--- config.mk ---
export PLATFORM = sky130hd
export DESIGN_NAME = line_stats_engine
export DESIGN_NICKNAME = d
export VERILOG_FILES = /design/src/rtl/lse_pkg.sv /design/src/rtl/line_accum.sv /design/src/rtl/seq_divider.sv /design/src/rtl/line_stats_engine.sv
export SDC_FILE = /design/constraint.sdc
export NUM_CORES = 1
export LEC_CHECK = 0
export ABC_CLOCK_PERIOD_IN_PS = 9500
export CORE_MARGIN = 8
export CORE_UTILIZATION = 55
export DETAILED_ROUTE_END_ITERATION = 10
export PLACE_DENSITY = 0.73
export SKIP_LAST_GASP = 1
export SLEW_MARGIN = 10
export SYNTH_ARGS = -nofsm -noshare
export SYNTH_HDL_FRONTEND = slang
export SYNTH_HIERARCHICAL = 1
export SYNTH_SLANG_ARGS = --single-unit
--- constraint.sdc ---
create_clock -name clk -period 9.5 [get_ports clk]
set_input_delay 2.85 -clock clk [delete_from_list [all_inputs] [get_ports clk]]
set_output_delay 2.85 -clock clk [all_outputs]
set_load 0.1 [all_outputs]
--- src/rtl/lse_pkg.sv ---
package lse_pkg;
    typedef enum logic [2:0] {
        ST_IDLE,
        ST_ACCUM,
        ST_CLOSE,
        ST_DIV_AVG,
        ST_DIV_IMB,
        ST_DONE,
        ST_FAULT
    } lse_state_t;
endpackage

--- src/rtl/line_accum.sv ---
module line_accum #(
    parameter int PIX_W   = 12,
    parameter int NUM_PIX = 10600,
    parameter int CNT_W   = $clog2(NUM_PIX + 1),
    parameter int ACC_W   = PIX_W + CNT_W
) (
    input  logic             clk,
    input  logic             rst_n,
    input  logic             clr,
    input  logic             take,
    input  logic [PIX_W-1:0] data,
    output logic [CNT_W-1:0] cnt_q,
    output logic [ACC_W-1:0] sum_q,
    output logic [ACC_W-1:0] odd_q,
    output logic [ACC_W-1:0] even_q,
    output logic [PIX_W-1:0] max_q,
    output logic [PIX_W-1:0] min_q
);
    localparam logic [CNT_W-1:0] LIMIT = CNT_W'(NUM_PIX);

    logic [CNT_W-1:0] cnt_b;
    logic [ACC_W-1:0] sum_b, odd_b, even_b, ext;
    logic [PIX_W-1:0] max_b, min_b;
    logic             use_px;

    always_comb begin
        cnt_b  = clr ? '0 : cnt_q;
        sum_b  = clr ? '0 : sum_q;
        odd_b  = clr ? '0 : odd_q;
        even_b = clr ? '0 : even_q;
        max_b  = clr ? '0 : max_q;
        min_b  = clr ? '1 : min_q;
        use_px = take && (cnt_b < LIMIT);
        ext    = {{(ACC_W-PIX_W){1'b0}}, data};
    end

    always_ff @(posedge clk or negedge rst_n) begin
        if (!rst_n) begin
            cnt_q  <= '0;
            sum_q  <= '0;
            odd_q  <= '0;
            even_q <= '0;
            max_q  <= '0;
            min_q  <= '1;
        end else begin
            cnt_q  <= use_px ? cnt_b + 1'b1 : cnt_b;
            sum_q  <= use_px ? sum_b + ext : sum_b;
            odd_q  <= (use_px && !cnt_b[0]) ? odd_b + ext : odd_b;
            even_q <= (use_px && cnt_b[0]) ? even_b + ext : even_b;
            max_q  <= (use_px && data > max_b) ? data : max_b;
            min_q  <= (use_px && data < min_b) ? data : min_b;
        end
    end

    // the count of taken pixels never passes the line length
    a_r2_count_bound: assert property (@(posedge clk) disable iff (!rst_n)
        cnt_q <= LIMIT);

    // once a pixel is held, the extremes are ordered
    a_r4_extreme_order: assert property (@(posedge clk) disable iff (!rst_n)
        (cnt_q != '0) |-> (min_q <= max_q));

    // the odd and even partial sums always add up to the total
    a_r2_parity_split: assert property (@(posedge clk) disable iff (!rst_n)
        (odd_q + even_q) == sum_q);
endmodule

--- src/rtl/seq_divider.sv ---
module seq_divider #(
    parameter int NUM_W = 26,
    parameter int DEN_W = 14
) (
    input  logic             clk,
    input  logic             rst_n,
    input  logic             start,
    input  logic [NUM_W-1:0] num,
    input  logic [DEN_W-1:0] den,
    output logic             done,
    output logic [NUM_W-1:0] quo
);
    localparam int STEP_W = $clog2(NUM_W + 1);
    localparam int PW     = NUM_W + DEN_W;

    logic [NUM_W-1:0]  quo_q, num_q;
    logic [DEN_W-1:0]  den_q, rem_q;
    logic [STEP_W-1:0] step_q;
    logic              done_q;
    logic [DEN_W:0]    trial;
    logic              fits;
    logic [PW-1:0]     prod_chk, num_ext, den_ext;

    always_comb begin
        trial    = {rem_q, quo_q[NUM_W-1]};
        fits     = trial >= {1'b0, den_q};
        prod_chk = PW'(quo_q) * PW'(den_q);
        num_ext  = PW'(num_q);
        den_ext  = PW'(den_q);
    end

    always_ff @(posedge clk or negedge rst_n) begin
        if (!rst_n) begin
            quo_q  <= '0;
            num_q  <= '0;
            den_q  <= '0;
            rem_q  <= '0;
            step_q <= '0;
            done_q <= 1'b0;
        end else if (start) begin
            quo_q  <= num;
            num_q  <= num;
            den_q  <= den;
            rem_q  <= '0;
            step_q <= STEP_W'(NUM_W);
            done_q <= 1'b0;
        end else if (step_q != '0) begin
            rem_q  <= fits ? DEN_W'(trial - {1'b0, den_q}) : trial[DEN_W-1:0];
            quo_q  <= {quo_q[NUM_W-2:0], fits};
            step_q <= step_q - 1'b1;
            done_q <= (step_q == STEP_W'(1));
        end else begin
            done_q <= 1'b0;
        end
    end

    assign done = done_q;
    assign quo  = quo_q;

    // a finished quotient is the floor of num over den
    a_r3_floor_quotient: assert property (@(posedge clk) disable iff (!rst_n)
        done_q |-> ((prod_chk <= num_ext) && ((num_ext - prod_chk) < den_ext)));
endmodule

--- src/rtl/line_stats_engine.sv ---
module line_stats_engine
    import lse_pkg::*;
#(
    parameter int PIX_W   = 12,
    parameter int NUM_PIX = 10600
) (
    input  logic             clk,
    input  logic             rst_n,
    input  logic             in_sol,
    input  logic             in_eol,
    input  logic             in_vld,
    input  logic             in_act,
    input  logic [PIX_W-1:0] in_data,
    input  logic             res_ack,
    output logic             res_valid,
    output logic             line_err,
    output logic [PIX_W-1:0] res_avg,
    output logic [PIX_W-1:0] res_max,
    output logic [PIX_W-1:0] res_min,
    output logic [PIX_W-1:0] res_dev,
    output logic [PIX_W:0]   res_imb
);
    localparam int CNT_W = $clog2(NUM_PIX + 1);
    localparam int ACC_W = PIX_W + CNT_W;
    localparam logic [CNT_W-1:0] FULL_CNT = CNT_W'(NUM_PIX);
    localparam logic [CNT_W-1:0] HALF_CNT = CNT_W'(NUM_PIX / 2);

    lse_state_t       state_q, state_d;
    logic [CNT_W-1:0] cnt_q;
    logic [ACC_W-1:0] sum_q, odd_q, even_q, diff_abs, div_num, div_quo;
    logic [PIX_W-1:0] max_q, min_q, avg_q, dev_hi, dev_lo;
    logic [CNT_W-1:0] div_den;
    logic [PIX_W:0]   imb_q, imb_mag;
    logic             take, div_start, div_done, even_heavy, count_full;

    assign take       = in_vld && in_act && (in_sol || state_q == ST_ACCUM);
    assign count_full = (cnt_q == FULL_CNT);
    assign even_heavy = even_q > odd_q;
    assign diff_abs   = even_heavy ? even_q - odd_q : odd_q - even_q;
    assign div_start  = !in_sol && ((state_q == ST_CLOSE && count_full) ||
                                    (state_q == ST_DIV_AVG && div_done));
    assign div_num    = (state_q == ST_CLOSE) ? sum_q : diff_abs;
    assign div_den    = (state_q == ST_CLOSE) ? FULL_CNT : HALF_CNT;
    assign imb_mag    = {1'b0, div_quo[PIX_W-1:0]};

    line_accum #(.PIX_W(PIX_W), .NUM_PIX(NUM_PIX), .CNT_W(CNT_W), .ACC_W(ACC_W)) u_accum (
        .clk(clk), .rst_n(rst_n), .clr(in_sol), .take(take), .data(in_data),
        .cnt_q(cnt_q), .sum_q(sum_q), .odd_q(odd_q), .even_q(even_q),
        .max_q(max_q), .min_q(min_q)
    );

    seq_divider #(.NUM_W(ACC_W), .DEN_W(CNT_W)) u_div (
        .clk(clk), .rst_n(rst_n), .start(div_start), .num(div_num),
        .den(div_den), .done(div_done), .quo(div_quo)
    );

    always_comb begin
        state_d = state_q;
        if (in_sol) begin
            state_d = ST_ACCUM;
        end else begin
            unique case (state_q)
                ST_IDLE:    state_d = ST_IDLE;
                ST_ACCUM:   if (in_eol) state_d = ST_CLOSE;
                ST_CLOSE:   state_d = count_full ? ST_DIV_AVG : ST_FAULT;
                ST_DIV_AVG: if (div_done) state_d = ST_DIV_IMB;
                ST_DIV_IMB: if (div_done) state_d = ST_DONE;
                ST_DONE:    if (res_ack) state_d = ST_IDLE;
                ST_FAULT:   if (res_ack) state_d = ST_IDLE;
                default:    state_d = ST_IDLE;
            endcase
        end
    end

    always_ff @(posedge clk or negedge rst_n) begin
        if (!rst_n) begin
            state_q <= ST_IDLE;
            avg_q   <= '0;
            imb_q   <= '0;
        end else begin
            state_q <= state_d;
            if (state_q == ST_DIV_AVG && div_done) avg_q <= div_quo[PIX_W-1:0];
            if (state_q == ST_DIV_IMB && div_done) imb_q <= even_heavy ? (~imb_mag + 1'b1) : imb_mag;
        end
    end

    always_comb begin
        dev_hi    = max_q - avg_q;
        dev_lo    = avg_q - min_q;
        res_valid = (state_q == ST_DONE);
        line_err  = (state_q == ST_FAULT);
        res_avg   = avg_q;
        res_max   = max_q;
        res_min   = min_q;
        res_dev   = (dev_hi > dev_lo) ? dev_hi : dev_lo;
        res_imb   = imb_q;
    end

    // results and the short-line error never show together
    a_r7_exclusive: assert property (@(posedge clk) disable iff (!rst_n)
        !(res_valid && line_err));

    // held results stay put until acknowledged or restarted
    a_r8_hold: assert property (@(posedge clk) disable iff (!rst_n)
        (res_valid && !res_ack && !in_sol) |=>
        (res_valid && $stable(res_avg) && $stable(res_imb) && $stable(res_dev)));

    // the average lies between the extremes and deviation is bounded by their span
    a_r5_dev_bound: assert property (@(posedge clk) disable iff (!rst_n)
        res_valid |-> ((res_min <= res_avg) && (res_avg <= res_max) &&
                       (res_dev <= res_max - res_min)));

    // a start marker drops any held result or error
    a_r9_restart: assert property (@(posedge clk) disable iff (!rst_n)
        in_sol |=> (!res_valid && !line_err));

    // the average quotient always fits the pixel width
    a_r3_avg_range: assert property (@(posedge clk) disable iff (!rst_n)
        (state_q == ST_DIV_AVG && div_done) |-> ((div_quo >> PIX_W) == '0));
endmodule

Yosys cells after proc, flatten, opt, wreduce, memory -nomap -nowiden
Cells that the tools add are included.
{ "totals": {"output_inout_bits": 63, "reg_bits": 204, "word_cells": 96, "in_bits": 19} }
{ "op_classes": {"n_addsub": 11, "reduce_logical": 19, "n_mux": 33, "n_eq_ne": 12, "bitwise": 1, "magnitude_cmp": 6} }
{ "ops": {"columns": ["op", "n"], "rows": [
  ["26-bit two-way mux", 10],
  ["14-bit two-way mux", 6],
  ["26-bit by 12-bit adder with 26-bit output", 3],
  ["12-bit two-way mux", 5],
  ["26-bit subtractor", 2],
  ["26-bit greater-than comparator", 1],
  ["12-bit greater-than comparator", 2],
  ["12-bit subtractor", 2],
  ["3-bit two-way mux", 6],
  ["15-bit by 14-bit greater-or-equal comparator with 1-bit output", 1],
  ["3-bit one-hot mux with 5 select lines", 1],
  ["14-bit by 1-bit adder with 14-bit output (second input constant)", 1],
  ["14-bit == test (second input constant)", 1],
  ["14-bit less-than comparator (second input constant)", 1],
  ["14-bit subtractor", 1],
  ["13-bit by 1-bit adder with 13-bit output (second input constant)", 1],
  ["13-bit two-way mux", 1],
  ["12-bit NOT with 13-bit output", 1],
  ["12-bit less-than comparator", 1],
  ["1-bit logical AND", 11],
  ["5-bit two-way mux", 2],
  ["3-bit == test (second input constant)", 3],
  ["3-bit by 2-bit == test with 1-bit output (second input constant)", 2],
  ["3-bit by 2-bit inequality test with 1-bit output (second input constant)", 2],
  ["12 further kinds", 15]
]} }

Longest topological paths before layout
Gate-level depths: netlist of run 1.
{ "logic_depth": {"ltp_word": 6, "depth_mapped": 20, "ltp_nobuf": 19} }

By module
Netlist of run 1, hierarchy kept.
{ "modules_own_cells": {"columns": ["module", "area_per_inst_um2", "seq_area_each_um2", "instances", "cells_per_inst"], "rows": [
  ["line_accum", 7668.6, 2917.8, 1, 801],
  ["line_stats_engine", 6117.1, 700.7, 1, 823],
  ["seq_divider", 3407.0, 1501.4, 1, 365]
]} }

Least setup slack after synthesis of run 1
OpenSTA, ideal clock, no wires.
{ "synth_timing": {"path_kind": "reg2out", "start": "reg avg_q[1], in the netlist res_avg[1]", "end": "out res_dev[0]", "stages_incl_launch_ff": 18, "required_time_ps": 6650, "path_buffers": 1, "t_arrival_ps": 5941, "path_slack_ps": 709, "cell_sequence": "dfrtp_1 > inv_1 > fa_1 > a21o_1 > a21oi_1 > nor2b_1 > o21a_1 > o41ai_1 > o21ai_0 > xnor2_1 > inv_1 > ha_1 > a21o_1 > a21oi_1 > o211ai_1 > nand2_1 > buf_1 > mux2i_1"} }
{ "synth_via": {"elab_chain_len": 3, "elab_cells_between_ends": 4, "classes_between": "add/sub (2); order compare (1); mux (1)"} }
{ "synth_lines": {"columns": ["item", "line_no", "source"], "rows": [
  ["start, declared", "line_stats_engine.sv:31", "logic [PIX_W-1:0] max_q, min_q, avg_q, dev_hi, dev_lo;"],
  ["start signal, assigned", "line_stats_engine.sv:82", "if (state_q == ST_DIV_AVG && div_done) avg_q <= div_quo[PIX_W-1:0];"],
  ["12-bit subtractor (on tied branches)", "line_stats_engine.sv:88, line_stats_engine.sv:89", null],
  ["12-bit greater-than comparator (*)", "line_stats_engine.sv:95", "res_dev = (dev_hi > dev_lo) ? dev_hi : dev_lo;"],
  ["12-bit two-way mux (*)", "line_stats_engine.sv:95", null],
  ["end, declared", "line_stats_engine.sv:20", "output logic [PIX_W-1:0] res_dev,"]
]} }
Mark *: on every way between the ends. The rest lies on a longest branch, timed or not.

Worst setup path in the final report of run 1
{ "layout_timing": {"start": "reg u_accum.max_q[0]", "end": "out res_dev[10]"} }
{ "layout_via": {"elab_chain_len": 3} }
{ "layout_lines": {"columns": ["item", "line_no", "source"], "rows": [
  ["start, declared", "line_accum.sv:16", "output logic [PIX_W-1:0] max_q,"],
  ["start signal, assigned", "line_accum.sv:50", "max_q <= (use_px && data > max_b) ? data : max_b;"],
  ["12-bit subtractor (*)", "line_stats_engine.sv:88", "dev_hi = max_q - avg_q;"],
  ["12-bit greater-than comparator", "line_stats_engine.sv:95", null],
  ["12-bit two-way mux (*)", "line_stats_engine.sv:95", null]
]} }
Marked as above.

==> flow_summary.yaml, run 1 <==
route:
  routedWlPerCell_um: 18.0
  antenna_violating_nets_post_route: 0
  drtPass1Iterations: 8
  via_per_inst: 5.96
  detail_route.iter0.violations: 987
  wl_mm: 44.1
  detail_route.drc_violations: 0
  detailroute.via_count: 14582
sta:
  achievable-frequency_ghz: 0.114
  post-route-min-period_ps: 8810
  final_max_slew_viol_count: 0
  finalSetupTns_ps: 0
  slew_headroom_pct: 26.9
  final_worst_clock_skew_ps: 7.03
  period_share_pct: 92.7
  grt_setup_unrepaired: "false"
  finalSetupViolations: 0
  final_hold_viol_count: 0
  worstMarginPinSlew_ps: 1100
clock_tree:
  cts_tree: "built"
  path_clk_slew_ps: 60
  postCtsHoldBufs: 0
  cts_buffers: 25
  clockRootBuffer: "sky130_fd_sc_hd__clkbuf_16"
  post_cts_resized: 0
  h-tree-depth: 1
  clock_latency_ps: 520
  cts_max_path_buffers: 3
  cts_post_setup_buffers_inserted: 0
  cts.sinks: 204
pwr:
  cellPowerDensity_mw_per_mm2: 363
  worst_ir_drop_vdd_mv: 0.603
  p_leak_nw: 8.88
floorplanning:
  die_area_mm2: 0.0372
  die-width_um: 193
  start_util_pct: 56.1
  row_count: 64
  num_io_pins: 82
  die_height_um: 193
  core_area_mm2: 0.0307
setup_path:
  critical_path_required_ps: 6650
  rr_worst_depth: 14
  critical_path.endpoint_type: "output pin"
  rrSetupSlack_ps: 5280
  setup.worst_path.start_class: "flip-flop"
  setup.worst_path.class: "flip-flop to output pin"
  critPathArrivalTime_ps: 5960
  crit_top_cell: "sky130_fd_sc_hd__inv_1"
  crit_slowest_cell: "sky130_fd_sc_hd__clkdlybuf4s50_1"
  endpoint: "res_dev[10]"
  worst_r2r_startpoint: "state_q[0]"
  critical_path_peak_fanout: 14
  critical_path.reg2reg.endpoint: "u_accum/even_q[25]"
  cell_chain_of_the_critical_path: "inv_1 > ha_1 > inv_1 > fa_1 > a21o_1 > a21oi_1 > nor2b_1 > o21a_1 > o41ai_1 > o21ai_0 > xnor2_1 > inv_1 > ha_1 > a21o_1 > a21oi_1 > o211ai_1 > nand2_1 > mux2i_1 > clkdlybuf4s50_1"
  crit_path_max_incr_delay_ps: 1160
  worst_setup_path_startpoint: "u_accum/max_q[0]"
outcome:
  run_status: "finished, final reports clean"
cells_and_area:
  synthToLayoutAreaGrowth_pct: 10.7
  post_route_cells_drive_above_1_share_pct: 8.39
  final_util_pct: 62.1
  num-fill-cells: 2696
  antenna-diode-count: 0
  nets_finish: 2224
synth:
  synth_area_leaders: "sky130_fd_sc_hd__dfrtp_1 (28%), sky130_fd_sc_hd__ha_1 (12%), sky130_fd_sc_hd__a21oi_1 (5.0%), sky130_fd_sc_hd__mux2i_1 (4.2%), sky130_fd_sc_hd__nand2_1 (3.6%)"
  synth_top_cells_by_count: "sky130_fd_sc_hd__dfrtp_1 (192), sky130_fd_sc_hd__a21oi_1 (171), sky130_fd_sc_hd__nand2_1 (166)"
  netlist_area_mm2: 0.0172
  synthArstFlopShare_pct: 100
  syn_area_cell_um2: 8.64
  distinct_cell_type_count_after_synthesis: 101
  ys_ff_latch: 204
  synth_edf_count: 0
  yosys_most_used_dff: "sky130_fd_sc_hd__dfrtp_1"
  yosys.cell_count.top_type: "sky130_fd_sc_hd__dfrtp_1"
  synth-seq-area-share_pct: 29.8
  library_cell_with_the_largest_summed_area_after_synthesis: "sky130_fd_sc_hd__dfrtp_1"
  number_of_synthesis_warnings: 6
  yosysTopAreaCellShare_pct: 27.9
  post_synth_inst_count: 1989
grt:
  antenna_found_initial: 0
  first_global_vias: 14227
  grtUsageTotal_pct: 23.5
  globalRoute.totalOverflow: 0
  grt_max_degree: 96
  wire_length_of_the_first_global_routing_pass_mm: 71.8
hold_path:
  hold_class: "flip-flop to flip-flop"
placement:
  place.detailed.hpwl_mm: 32.5
  gp_congestion: 0.872
  port_buffer_count: 81
job:
  max-cap-violations: 0
[cells by family (layout without fill, tap and decap cells)]
| family | after synthesis | count (layout) | synth area share [%] |
|---|---|---|---|
| and+or+nand+nor | 624 | 624 | 18.8 |
| AOI/OAI and AO/OA | 533 | 533 | 20.3 |
| buffers and inverters | 231 | 289 | 5.69 |
| DFF | 204 | 204 | 29.8 |
| adders and majority gates | 173 | 173 | 12.9 |
| muxes | 116 | 116 | 7.10 |
| xor gates and xnor gates | 106 | 106 | 5.40 |
| other | 2 | 4 | 0.0437 |
[sequential cells by signal, summed over array words and instances, names as in the netlist, 13 cells and up]
register	cells
res_imb	13
u_accum/cnt_q	14
u_accum/even_q	26
u_accum/odd_q	26
u_accum/sum_q	26
u_div/den_q	14
u_div/quo	26
u_div/rem_q	14
[area by class of cell]
class / instances / area (um^2) / share of cell area (%)
multi-input cells: 1556 / 11100 / 58.4
flip-flops and latches: 204 / 5120 / 26.9
repair buffers: 95 / 927 / 4.87
clock buffers: 34 / 709 / 3.73
inverters: 150 / 563 / 2.96
well taps: 396 / 495 / 2.60
clock inverters: 10 / 104 / 0.546
[through the flow]
step                setup WS (ps)  cell area, um^2  instances  hold WS, ps  total power (W)
finish                        690            19000       2445          524          0.00691
floorplan                     709            17200       1991          475          0.00496
global route                  313            19000       2445          546          0.00737
CTS                           662            19000       2445          521          0.00691
global placement             1490            18200       2401          504          0.00586
detailed placement           1220            18200       2401          509          0.00594
[how the worst min path moves through the flow]
stage               startpoint               to  slack [ps]  depth (start not counted)
2_1_floorplan  u_div/step_q[3]  u_div/step_q[3]         480                          1
4_1_cts        u_div/step_q[3]  u_div/step_q[3]         520                          1
6_report       u_div/step_q[3]  u_div/step_q[3]         520                          1
3_5_place_dp   u_div/step_q[3]  u_div/step_q[3]         510                          1
3_3_place_gp   u_div/step_q[3]  u_div/step_q[3]         500                          1
5_1_grt        u_div/step_q[3]  u_div/step_q[3]         550                          1
[power by group]
group | switching, W | total (W) | internal (W) | leakage (nW)
sequential | 0.000204 | 0.00130 | 0.00110 | 2.60
clock | 0.000376 | 0.000949 | 0.000573 | 0.409
combinational | 0.00304 | 0.00466 | 0.00162 | 5.87
[worst max-delay path, delay by kind of cell (launching register included)]
kind,cells,cell delay (ps)
adder cells (fa/ha/maj),3,870
AND/OR/NAND/NOR,2,560
flip-flops,1,390
multiplexers,1,270
XOR/XNOR,1,260
buffers and inverters,4,1370
AO/OA/AOI/OAI,8,1710
[cell usage in the layout, fill, tap and decap left out, drive strengths merged, types with 8 or more instances in the layout]
cell | synthesis | routed
nor2 | 152 | 152
buf | 36 | 16
nor2b | 71 | 71
ha | 165 | 165
clkdlybuf4s50 | 0 | 78
nand4 | 31 | 31
nand2b | 20 | 20
o2111ai | 8 | 8
mux2i | 72 | 72
clkinv | 1 | 9
a2111oi | 10 | 10
mux2 | 44 | 44
xor2 | 41 | 41
o211ai | 18 | 18
dfrtp | 192 | 192
nor4 | 16 | 16
and3 | 16 | 16
o21ai | 125 | 125
xnor2 | 65 | 65
or3 | 18 | 18
o31ai | 22 | 22
clkbuf | 45 | 35
fa | 8 | 8
or4 | 13 | 13
a21oi | 174 | 174
and2 | 13 | 13
a211o | 15 | 15
o21a | 22 | 22
a21o | 55 | 55
inv | 149 | 149
dfstp | 12 | 12
nor3 | 39 | 39
nand2 | 168 | 168
a31oi | 9 | 9
a211oi | 22 | 22
nand3 | 33 | 33
or2 | 10 | 10
[per-layer routing]
metal / up-vias / routed length (um) / global-route usage, %
li1: 7180 / - / -
met1: 6970 / 20400 / 31.6
met3: 92 / 2510 / 3.11
met5: - / 0 / 0
met2: 340 / 19700 / 38.1
met4: 0 / 1540 / 8.58
Note: power is estimated with default switching activity, not from simulation.
==> run 2: changes to the inputs <==
Settings changed: HOLD_SLACK_MARGIN set to 0.02, PLACE_DENSITY 0.73 to not set, PLACE_DENSITY_LB_ADDON set to 0.3.
==> run 2 against run 1 <==
Worst setup slack gained 60 ps. Routed wire length grew 0.14%. Combinational power is essentially flat. Highest routed layer unchanged.
==> flow_summary.yaml, run 2 (synthesis gave the netlist of run 1 again) <==
outcome:
  run_status: "finished, final reports clean"
route:
  antenna_violating_nets_post_route: 0
  detailroute.via_count: 14685
  detail_route.drc_violations: 0
  via_per_inst: 6.00
  routedWlPerCell_um: 18.0
  wl_mm: 44.2
  drtPass1Iterations: 5
  detail_route.iter0.violations: 1066
clock_tree:
  cts_buffers: 25
  postCtsHoldBufs: 0
  post_cts_resized: 0
  h-tree-depth: 1
  path_clk_slew_ps: 50
  clockRootBuffer: "sky130_fd_sc_hd__clkbuf_16"
  cts_tree: "built"
  clock_latency_ps: 540
  cts.sinks: 204
  cts_post_setup_buffers_inserted: 0
  cts_max_path_buffers: 3
setup_path:
  cell_chain_of_the_critical_path: "inv_1 > ha_1 > inv_1 > fa_1 > a21o_1 > a21oi_1 > nor2b_1 > o21a_1 > o41ai_1 > o21ai_0 > xnor2_1 > inv_1 > ha_1 > a21o_1 > a21oi_1 > o211ai_1 > nand2_1 > mux2i_1 > clkdlybuf4s50_1"
  timing.critical_path.buf_inv: 4
  cell_family_with_the_largest_share_of_critical_path_delay: "compound AO/OA/AOI/OAI gates"
  critical_path_peak_fanout: 14
  crit_top_cell: "sky130_fd_sc_hd__inv_1"
  crit_slowest_cell: "sky130_fd_sc_hd__clkdlybuf4s50_1"
  critical_path_required_ps: 6650
  crit_path_max_incr_delay_ps: 1160
  critical_path.endpoint_type: "output pin"
  setup.worst_path.class: "flip-flop to output pin"
  critPathArrivalTime_ps: 5900
  setup.worst_path.start_class: "flip-flop"
sta:
  worstMarginPinSlew_ps: 1070
  finalSetupViolations: 0
  post-route-min-period_ps: 8750
  grt_setup_unrepaired: "false"
  final_max_slew_viol_count: 0
  final_hold_viol_count: 0
  final_worst_clock_skew_ps: 11.2
  slew_headroom_pct: 28.5
  achievable-frequency_ghz: 0.114
  period_share_pct: 92.1
  finalSetupTns_ps: 0
placement:
  port_buffer_count: 81
  place.detailed.hpwl_mm: 32.6
  gp_congestion: 0.900
grt:
  grt_max_degree: 96
  first_global_vias: 14046
  antenna_found_initial: 0
  globalRoute.totalOverflow: 0
  grtUsageTotal_pct: 23.4
  wire_length_of_the_first_global_routing_pass_mm: 71.4
floorplanning:
  core_area_mm2: 0.0307
  die_height_um: 193
  die-width_um: 193
  row_count: 64
  start_util_pct: 56.1
  num_io_pins: 82
  die_area_mm2: 0.0372
job:
  max-cap-violations: 0
cells_and_area:
  layout.cells.most_common: "sky130_fd_sc_hd__dfrtp_1"
  num-fill-cells: 2621
  post_route_cells_drive_above_1_share_pct: 8.24
  register_area_mm2: 0.00512
  antenna-diode-count: 0
  nets_finish: 2225
  layout.cells.most_common_list: "sky130_fd_sc_hd__dfrtp_1 (192), sky130_fd_sc_hd__a21oi_1 (170), sky130_fd_sc_hd__nand2_1 (165), sky130_fd_sc_hd__ha_1 (165), sky130_fd_sc_hd__nor2_1 (150)"
  synthToLayoutAreaGrowth_pct: 10.9
  area_occupied_by_multi_input_gates_mm2: 0.0111
pwr:
  p_leak_nw: 8.88
  worst_ir_drop_vdd_mv: 0.548
  cellPowerDensity_mw_per_mm2: 365
  p_total_w: 0.00696
hold_path:
  hold_class: "flip-flop to flip-flop"
==> run 2: through the flow <==
| step | worst slack (ps) | hold WS (ps) | cell area, um^2 | utilization [%] | instances |
|---|---|---|---|---|---|
| after floorplan | 709 | 475 | 17200 | - | 1991 |
| after global placement | 1440 | 503 | 18200 | 59.4 | 2402 |
| after detailed placement | 1310 | 507 | 18200 | 59.4 | 2402 |
| after CTS | 731 | 516 | 19100 | 62.2 | 2448 |
| after global routing | 218 | 557 | 19100 | 62.2 | 2448 |
| final | 750 | 525 | 19100 | 62.2 | 2448 |
==> run 2: path summary, 6_finish.rpt <==
kind | from | endpoint | slack, ps | cells past startpoint
min in group asynchronous | rst_n | u_accum/max_q[5] | 2310 | 1
worst max register to register | state_q[0] | u_accum/even_q[25] | 4980 | 15
worst min register to register | u_div/step_q[3] | u_div/step_q[3] | 520 | 1
worst max-delay path | u_accum/max_q[0] | res_dev[9] | 750 | 19
max in group asynchronous | rst_n | u_div/den_q[2] | 5840 | 2
worst min-delay path | u_div/step_q[3] | u_div/step_q[3] | 520 | 1
==> run 2: area by class of cell <==
class | count | share of cell area, %
clock inverters | 7 | 0.670
inverters | 150 | 2.95
flip-flops and latches | 204 | 26.9
multi-input cells | 1556 | 58.3
clock buffers | 39 | 3.77
well taps | 396 | 2.60
repair buffers | 96 | 4.84
==> run 2: where the power goes <==
group          switching [W]  leakage [nW]  internal [W]
clock               0.000383         0.409      0.000602
sequential          0.000205          2.60       0.00110
combinational        0.00306          5.87       0.00162
==> run 2: layer usage <==
metal,track usage [%],share of wire (%),vias to the layer above
li1,-,-,7179
met1,32.6,47,7038
met2,37.7,45,382
met3,2.49,5.2,86
met4,7.29,3.0,0
met5,0,0,-
